`src/rtl/burst_col_pkg.sv`:
```
package burst_col_pkg;

   // widest burst field: an 8-beat burst reorders three column bits
   localparam int unsigned BFLD_W  = 3;
   localparam int unsigned MODE_W  = 4;
   localparam int unsigned LLOG_W  = 2;

   localparam logic [2:0] LEN_CODE_BL4 = 3'b010;
   localparam logic [2:0] LEN_CODE_BL8 = 3'b011;

   typedef enum logic {
      ORD_SEQ  = 1'b0,
      ORD_INTL = 1'b1
   } order_e;

   typedef struct packed {
      logic              ok;
      logic [LLOG_W-1:0] len_log;
      order_e            order;
   } mode_t;

endpackage

```
`src/rtl/burst_mode_dec.sv`:
```
module burst_mode_dec
   import burst_col_pkg::*;
(
   input  logic [MODE_W-1:0] mode_in,
   output mode_t             dec
);

   always_comb begin
      dec.order = order_e'(mode_in[3]);
      case (mode_in[2:0])
         LEN_CODE_BL4: begin
            dec.ok      = 1'b1;
            dec.len_log = 2'd2;
         end
         LEN_CODE_BL8: begin
            dec.ok      = 1'b1;
            dec.len_log = 2'd3;
         end
         default: begin
            dec.ok      = 1'b0;
            dec.len_log = 2'd0;
         end
      endcase
   end

   // an accepted code always names a length the counter can reach
   always_comb begin
      if (dec.ok) begin
         a_r1_len_range: assert (dec.len_log >= 2'd2 && int'(dec.len_log) <= int'(BFLD_W));
      end
   end

endmodule

```
`src/rtl/burst_beat_ctr.sv`:
```
module burst_beat_ctr
   import burst_col_pkg::*;
#(
   parameter int unsigned CNT_W = BFLD_W
)(
   input  logic              clk,
   input  logic              rst_n,
   input  logic              load,
   input  logic              term,
   input  logic [LLOG_W-1:0] len_log_in,
   output logic              busy,
   output logic [CNT_W-1:0]  beat,
   output logic [LLOG_W-1:0] len_log,
   output logic              first_beat,
   output logic              last_beat
);

   logic [CNT_W-1:0] end_beat;

   assign end_beat   = CNT_W'((32'd1 << len_log) - 32'd1);
   assign first_beat = busy && (beat == '0);
   assign last_beat  = busy && (beat == end_beat);

   always_ff @(posedge clk or negedge rst_n) begin
      if (!rst_n) begin
         busy    <= 1'b0;
         beat    <= '0;
         len_log <= '0;
      end else if (busy) begin
         if (term || last_beat) begin
            busy <= 1'b0;
            beat <= '0;
         end else begin
            beat <= beat + 1'b1;
         end
      end else if (load) begin
         busy    <= 1'b1;
         beat    <= '0;
         len_log <= len_log_in;
      end
   end

   // the final beat is always followed by an idle cycle
   a_r9_last_then_idle: assert property (@(posedge clk) disable iff (!rst_n)
      last_beat |=> !busy);

   // terminate closes a running burst at the next edge
   a_r8_term_closes: assert property (@(posedge clk) disable iff (!rst_n)
      (busy && term) |=> !busy);

   // a running burst advances exactly one beat per cycle
   a_r1_beat_step: assert property (@(posedge clk) disable iff (!rst_n)
      (busy && !last_beat && !term) |=> (busy && beat == $past(beat) + 1'b1));

endmodule

```
`src/rtl/burst_addr_gen.sv`:
```
module burst_addr_gen
   import burst_col_pkg::*;
#(
   parameter int unsigned COL_W = 10
)(
   input  logic [COL_W-1:0]  base,
   input  logic [BFLD_W-1:0] beat,
   input  logic [LLOG_W-1:0] len_log,
   input  order_e            order,
   output logic [COL_W-1:0]  col
);

   localparam int unsigned HI_W = COL_W - BFLD_W;

   logic [BFLD_W-1:0] wrap_sum;
   logic [BFLD_W-1:0] xor_val;

   assign wrap_sum = base[BFLD_W-1:0] + beat;
   assign xor_val  = base[BFLD_W-1:0] ^ beat;

   // per-bit choice: inside the burst field take the ordering, outside keep the start bit
   for (genvar i = 0; i < int'(BFLD_W); i++) begin : g_fld
      logic in_field;
      assign in_field = (int'(len_log) > i);
      always_comb begin
         if (!in_field)
            col[i] = base[i];
         else if (order == ORD_INTL)
            col[i] = xor_val[i];
         else
            col[i] = wrap_sum[i];
      end
   end

   if (HI_W > 0) begin : g_hi
      assign col[COL_W-1:BFLD_W] = base[COL_W-1:BFLD_W];
   end

endmodule

```
`src/rtl/burst_col_seq.sv`:
```
module burst_col_seq
   import burst_col_pkg::*;
#(
   parameter int unsigned COL_W = 10
)(
   input  logic              clk,
   input  logic              rst_n,
   input  logic              start,
   input  logic              term,
   input  logic [COL_W-1:0]  col_in,
   input  logic [MODE_W-1:0] mode_in,
   output logic [COL_W-1:0]  col_out,
   output logic              valid,
   output logic              first,
   output logic              last,
   output logic              err
);

   if (COL_W < BFLD_W) begin : g_bad_width
      $error("burst_col_seq: COL_W must cover the burst field");
   end

   mode_t             dec;
   logic              busy;
   logic              accept;
   logic              load;
   logic [BFLD_W-1:0] beat;
   logic [LLOG_W-1:0] len_log;
   logic [COL_W-1:0]  base_q;
   order_e            order_q;
   logic              err_q;

   burst_mode_dec u_dec (
      .mode_in (mode_in),
      .dec     (dec)
   );

   assign accept = start && !busy;
   assign load   = accept && dec.ok;

   always_ff @(posedge clk or negedge rst_n) begin
      if (!rst_n) begin
         base_q  <= '0;
         order_q <= ORD_SEQ;
         err_q   <= 1'b0;
      end else begin
         err_q <= accept && !dec.ok;
         if (load) begin
            base_q  <= col_in;
            order_q <= dec.order;
         end
      end
   end

   burst_beat_ctr #(.CNT_W(BFLD_W)) u_ctr (
      .clk        (clk),
      .rst_n      (rst_n),
      .load       (load),
      .term       (term),
      .len_log_in (dec.len_log),
      .busy       (busy),
      .beat       (beat),
      .len_log    (len_log),
      .first_beat (first),
      .last_beat  (last)
   );

   burst_addr_gen #(.COL_W(COL_W)) u_addr (
      .base    (base_q),
      .beat    (beat),
      .len_log (len_log),
      .order   (order_q),
      .col     (col_out)
   );

   assign valid = busy;
   assign err   = err_q;

   // a reserved code never coincides with a beat
   a_r6_err_no_beat: assert property (@(posedge clk) disable iff (!rst_n)
      err |-> !valid);

   // a start during a running burst does not restart it
   a_r7_no_restart: assert property (@(posedge clk) disable iff (!rst_n)
      (valid && !last && !term) |=> !first);

   // the framing flags only appear with a beat
   a_r9_flags_with_valid: assert property (@(posedge clk) disable iff (!rst_n)
      (first || last) |-> valid);

   // every burst opens with its first beat
   a_r1_open_first: assert property (@(posedge clk) disable iff (!rst_n)
      $rose(valid) |-> first);

   if (COL_W > BFLD_W) begin : g_hi_chk
      // upper column bits hold still across a burst
      a_r5_high_hold: assert property (@(posedge clk) disable iff (!rst_n)
         (valid && !last && !term) |=>
            (col_out[COL_W-1:BFLD_W] == $past(col_out[COL_W-1:BFLD_W])));
   end

endmodule

```
`config.mk`:
```
export PLATFORM = sky130hd
export DESIGN_NAME = burst_col_seq
export DESIGN_NICKNAME = d
export VERILOG_FILES = /design/src/rtl/burst_col_pkg.sv /design/src/rtl/burst_mode_dec.sv /design/src/rtl/burst_beat_ctr.sv /design/src/rtl/burst_addr_gen.sv /design/src/rtl/burst_col_seq.sv
export SDC_FILE = /design/constraint.sdc
export NUM_CORES = 1
export LEC_CHECK = 0
export CAP_MARGIN = 20
export CELL_PAD_IN_SITES_DETAIL_PLACEMENT = 0
export CELL_PAD_IN_SITES_GLOBAL_PLACEMENT = 1
export CORE_MARGIN = 4
export CORE_UTILIZATION = 29
export DETAILED_ROUTE_END_ITERATION = 10
export GPL_TIMING_DRIVEN = 0
export PLACE_DENSITY = 0.84
export SLEW_MARGIN = 0
export SYNTH_ARGS = -nofsm -noshare
export SYNTH_HDL_FRONTEND = slang
export SYNTH_SLANG_ARGS = --single-unit
```
`constraint.sdc`:
```
create_clock -name clk -period 1.6 [get_ports clk]
set_input_delay 0.32 -clock clk [delete_from_list [all_inputs] [get_ports clk]]
set_output_delay 0.32 -clock clk [all_outputs]
set_load 0.02 [all_outputs]
```
### Yosys cells after proc, flatten, opt, wreduce, memory -nomap -nowiden

Index checks and enable logic that the tools add are counted.

| word-level totals | value |
|---|---|
| register bits after elaboration | 18 |
| input bits | 18 |
| output and inout bits | 14 |
| logic and storage cells | 42 |

| operators by class | value |
|---|---|
| $add $sub $neg | 3 |
| magnitude comparators | 3 |
| equal/unequal tests | 3 |
| shifts and indexed selects | 1 |
| multiplexer cells | 13 |
| bitwise operators | 2 |
| reductions and logical operators | 11 |

Operators with widths:

| kind | count |
|---|---|
| $mux W1 | 9 |
| $mux W3 | 3 |
| $eq A3 B2 Y1 const B | 2 |
| $pmux W3 S2 | 1 |
| $logic_and A1 B1 Y1 | 5 |
| $gt A2 B1 Y1 const B | 2 |
| $add A3 B1 Y3 const B | 1 |
| $add A3 B3 Y3 | 1 |
| $eq A3 B3 Y1 | 1 |
| $logic_not A3 Y1 | 1 |
| $shl A1 B2 Y3 const A | 1 |
| $sub A3 B1 Y3 const B | 1 |
| $xor A3 B3 Y3 | 1 |
| $gt A2 B2 Y1 const B | 1 |
| $logic_not A1 Y1 | 2 |
| $reduce_and A2 Y1 | 1 |
| $reduce_bool A2 Y1 | 1 |
| $logic_or A1 B1 Y1 | 1 |
| $not A1 Y1 | 1 |

### Longest topological paths before layout

| depth | value |
|---|---|
| word-level depth | 7 |
| depth in mapped cells | 6 |
| depth with buffers taken out | 6 |

### Modules after synthesis

From an unflattened synthesis, not the netlist that was laid out.

| second synthesis, totals | value |
|---|---|
| cells, all modules | 89 |
| area, all modules | 1087.3 um^2 |

By module, submodules not included:

| module | times used | cells an instance | area each (um^2) | sequential area each (um^2) |
|---|---|---|---|---|
| burst_col_seq | 1 | 27 | 500.5 | 300.3 |
| burst_beat_ctr | 1 | 35 | 365.4 | 150.1 |
| burst_addr_gen | 1 | 23 | 191.4 | 0.0 |
| burst_mode_dec | 1 | 4 | 30.0 | 0.0 |

### Worst setup path before layout

OpenSTA, ideal clock, no wires.

| timing | value |
|---|---|
| kind | reg-to-output |
| from | reg u_ctr.beat[0] |
| to | out col_out[2] |
| data arrival time | 1653 ps |
| required time | 1280 ps |
| slack | -373 ps |
| stages on the path, launching flop included | 7 |
| path buffers | 0 |
| cells stage by stage | dfrtp_1 ha_1 fa_1 nand2b_1 xnor2_1 nand3_1 xnor2_1 |

| on the way | value |
|---|---|
| cells in the longest elaborated chain, start to end | 3 |

Ends and longest elaborated chain:

| item | line | text |
|---|---|---|
| start, declared | burst_beat_ctr.sv:12 | `output logic [CNT_W-1:0] beat,` |
| start signal, assigned | burst_beat_ctr.sv:34 | `beat <= beat + 1'b1;` |
| $add A3 B3 Y3 | burst_addr_gen.sv:18 | `assign wrap_sum = base[BFLD_W-1:0] + beat;` |
| $mux W1 | burst_addr_gen.sv:28 | `else if (order == ORD_INTL)` |
| $mux W1 | burst_addr_gen.sv:26 | `if (!in_field)` |
| end, declared | burst_col_seq.sv:12 | `output logic [COL_W-1:0] col_out,` |

No other way between the ends.

### Final worst setup path

Same ends and word-level chain as after synthesis.

==> impl_metrics.yaml <==
setup_path:
  path_class: "reg2out"
  critPathMaxFanout: 2
  critPathCaptureType: "primary output"
  reg2regPathDepth: 6
  worst_ep_required_time_ps: 1280
  cp.arrival_ps: 1870
  crit_start: "u_ctr.beat[0]$_DFFE_PN0P_"
  path_buf_inv: 1
  cp_slowest_cell: "dfrtp_2"
  startpoint_type: "register"
  r2r-start: "u_ctr.beat[2]$_DFFE_PN0P_"
  cp_cell_sequence: "ha_4, fa_2, nand2b_1, xnor2_1, nand3_1, xnor2_2, buf_4"
  cp_num_cells: 7
  slowest_delay_ps: 450
  cp_top_family: "adder cells"
logic_synthesis:
  synth.distinct_cells: 30
  synth_ff_type: "dfrtp_1"
  synthTopCellsByArea: "dfrtp_1 (47%), nand2_1 (15%), buf_4 (6.3%)"
  syn_nets: 129
  ys_seq_area_share_pct: 46.9
  async_reset_ff_share_pct: 100
  yosys_warnings: 0
  synth_edf_count: 0
  synth_commonest_cells: "nand2_1 (39), dfrtp_1 (18), buf_4 (8)"
  yosysTopAreaCell: "dfrtp_1"
  synth_area_um2: 961
  netlist_instances: 106
  yosysMostFrequentCell: "nand2_1"
  synth.ff_latch_count: 18
  avgSynthCellArea_um2: 9.07
  synth_top_cell_area_share_pct: 46.9
power:
  p_leak_nw: 0.698
  p_per_area_nw_per_um2: 1040
  pwr-share-seq_pct: 41.6
  p_comb_share_pct: 39.0
  switchingPower_mw: 0.514
  swShare_pct: 34.6
  internal_power_mw: 0.971
  p_clk_share_pct: 19.4
  ir_worst_vdd_mv: 0.404
drt:
  first_iter_violations: 13
  drc: 0
  via_per_inst: 4.43
  wl_per_cell_um: 11.7
  ant_nets: 0
  finalWirelength_um: 2190
  num_vias: 833
  drt-pass1-iter-count: 4
timing:
  maxSlewHeadroom_pct: 46.6
  timing.setup.tns_ps: -2100
  finalClockSkew_ps: 7.27
  post-route-period-util_pct: 137
  whs_ps: 471
  finalHoldViolations: 0
  fin_ws_ps: -588
  maxSlewViolCount: 0
  fmax_mhz: 457
  rsz0062_at_grt: "yes"
  finalCriticalPeriod_ps: 2190
  tightest_slew_ps: 799
  setup_viol: 8
floorplanning:
  dieArea_um2: 4300
  num_io_pins: 32
  coreArea_um2: 3100
  dieWidth_um: 65.6
  die_y_um: 65.6
  start_util_pct: 31.0
  num_rows: 20
clock_network:
  clk_pin_slew_worst_paths_ps: 110
  insertion_delay_ps: 300
  cts_buffer_depth: 2
  cts_buffers: 3
  root_buffer: "clkbuf_4"
  cts_tree: "done"
  cts_sinks: 18
  htree_num_levels: 1
placed_design:
  post-place-ws_ps: -798
  placedInstanceArea_um2: 1350
  place_congestion: 0.728
  place_hpwl_um: 1610
  port_buffers: 31
global_route:
  antenna_found_initial: 0
  grt_max_degree: 19
  grt_overflow: 0
  gr-usage-all-layers_pct: 10.9
  grt_pass1_wl_um: 3640
  grt_pass1_vias: 802
job:
  maxCapViolCount: 0
cells_and_area:
  regArea_um2: 453
  final_cell_area_um2: 1430
  drive_gt1_share_pct: 26.4
  area_growth_pct: 48.6
  n_antenna_cell: 0
  multiInputGateArea_um2: 477
  n_fill_cell: 320
  nets: 168
  final_core_utilization_pct: 46.0
run_status:
  violations: "negative setup slack"
  outcome: "finished, violations left"
worst_hold_path:
  worstHoldPathType: "in2async"
-- worst paths after layout --
| kind | end | slack, ps |
|---|---|---|
| min in group clk | base_q[3]$_DFFE_PN0P_ | 490 |
| setup reg to reg | u_ctr.beat[2]$_DFFE_PN0P_ | -70 |
| max in group asynchronous | u_ctr.beat[1]$_DFFE_PN0P_ | 590 |
| hold / removal | err$_DFF_PN0_ | 470 |
| setup / recovery | col_out[2] | -590 |
| hold reg to reg | base_q[3]$_DFFE_PN0P_ | 490 |
-- cell usage in the layout (no fill, tap or decap), types with 2 or more instances in the layout --
| cell | n |
|---|---|
| dfrtp_2 | 2 |
| ha_1 | 3 |
| dlygate4sd2_1 | 8 |
| nand2_1 | 39 |
| clkbuf_2 | 2 |
| clkbuf_4 | 3 |
| buf_6 | 2 |
| dfrtp_1 | 16 |
| inv_1 | 2 |
| buf_4 | 14 |
| nor2_1 | 3 |
| nand2b_1 | 2 |
| nor2_2 | 2 |
| clkdlybuf4s50_1 | 17 |
-- logic make-up after synthesis --
| family | count (synthesis) | share of synthesized area [%] |
|---|---|---|
| compound gates | 6 | 4.30 |
| xor+xnor | 3 | 2.73 |
| fa+ha+maj | 5 | 7.29 |
| buf+inv | 14 | 9.38 |
| flops | 18 | 46.9 |
| mux | 2 | 2.21 |
| simple gates | 58 | 27.2 |
-- layout make-up --
cell class	instances	area share, %
timing repair buffer	34	22.0
multi-input combinational	74	33.4
clock buffer	4	2.54
sequential	18	31.7
buffer	11	5.70
tap	44	3.86
inverter	3	0.789
-- metal layers --
| metal | GRT usage, % | part of all wire (%) | routed length, um |
|---|---|---|---|
| met5 | 0 | 0 | 0 |
| met3 | 1.71 | 2.0 | 43 |
| met4 | 5.44 | 1.2 | 27 |
| met2 | 18.7 | 52 | 1130 |
| met1 | 13.1 | 45 | 990 |
-- metrics by stage --
step	cells	total power, mW
global placement	181	1.20
CTS	187	1.49
detailed placement	181	1.21
floorplan	106	0.953
global route	188	1.58
finish	188	1.48
-- worst reg2reg max path: stages (launching register included) --
cell and delay [ps]:
dfrtp_1 400, buf_6 140, or4_1 560, nor2_2 150, buf_4 120, or3_4 120, o22ai_1 80
-- power groups by stage --
| stage | clock [mW] | sequential [mW] | combinational [mW] |
|---|---|---|---|
| floorplan | 0 | 0.612 | 0.341 |
| global placement | 0 | 0.622 | 0.580 |
| detailed placement | 0 | 0.624 | 0.591 |
| CTS | 0.299 | 0.615 | 0.578 |
| global route | 0.317 | 0.633 | 0.632 |
| finish | 0.288 | 0.618 | 0.578 |
-- flip-flops by register name, summed over array words and instances (netlist names) --
signal and cells:
base_q 10, u_ctr.beat 3, u_ctr.len_log 2, err 1, order_q 1, u_ctr.busy 1
-- timing repair --
action	4_1_cts	5_1_grt
pin swaps	4	2
endpoints found under the setup margin	16	19
hold buffers	0	0
setup buffers	2	1
hold endpoints to repair	0	0
resized for setup	40	9
No activity file was read; power rests on OpenSTA's default activity.
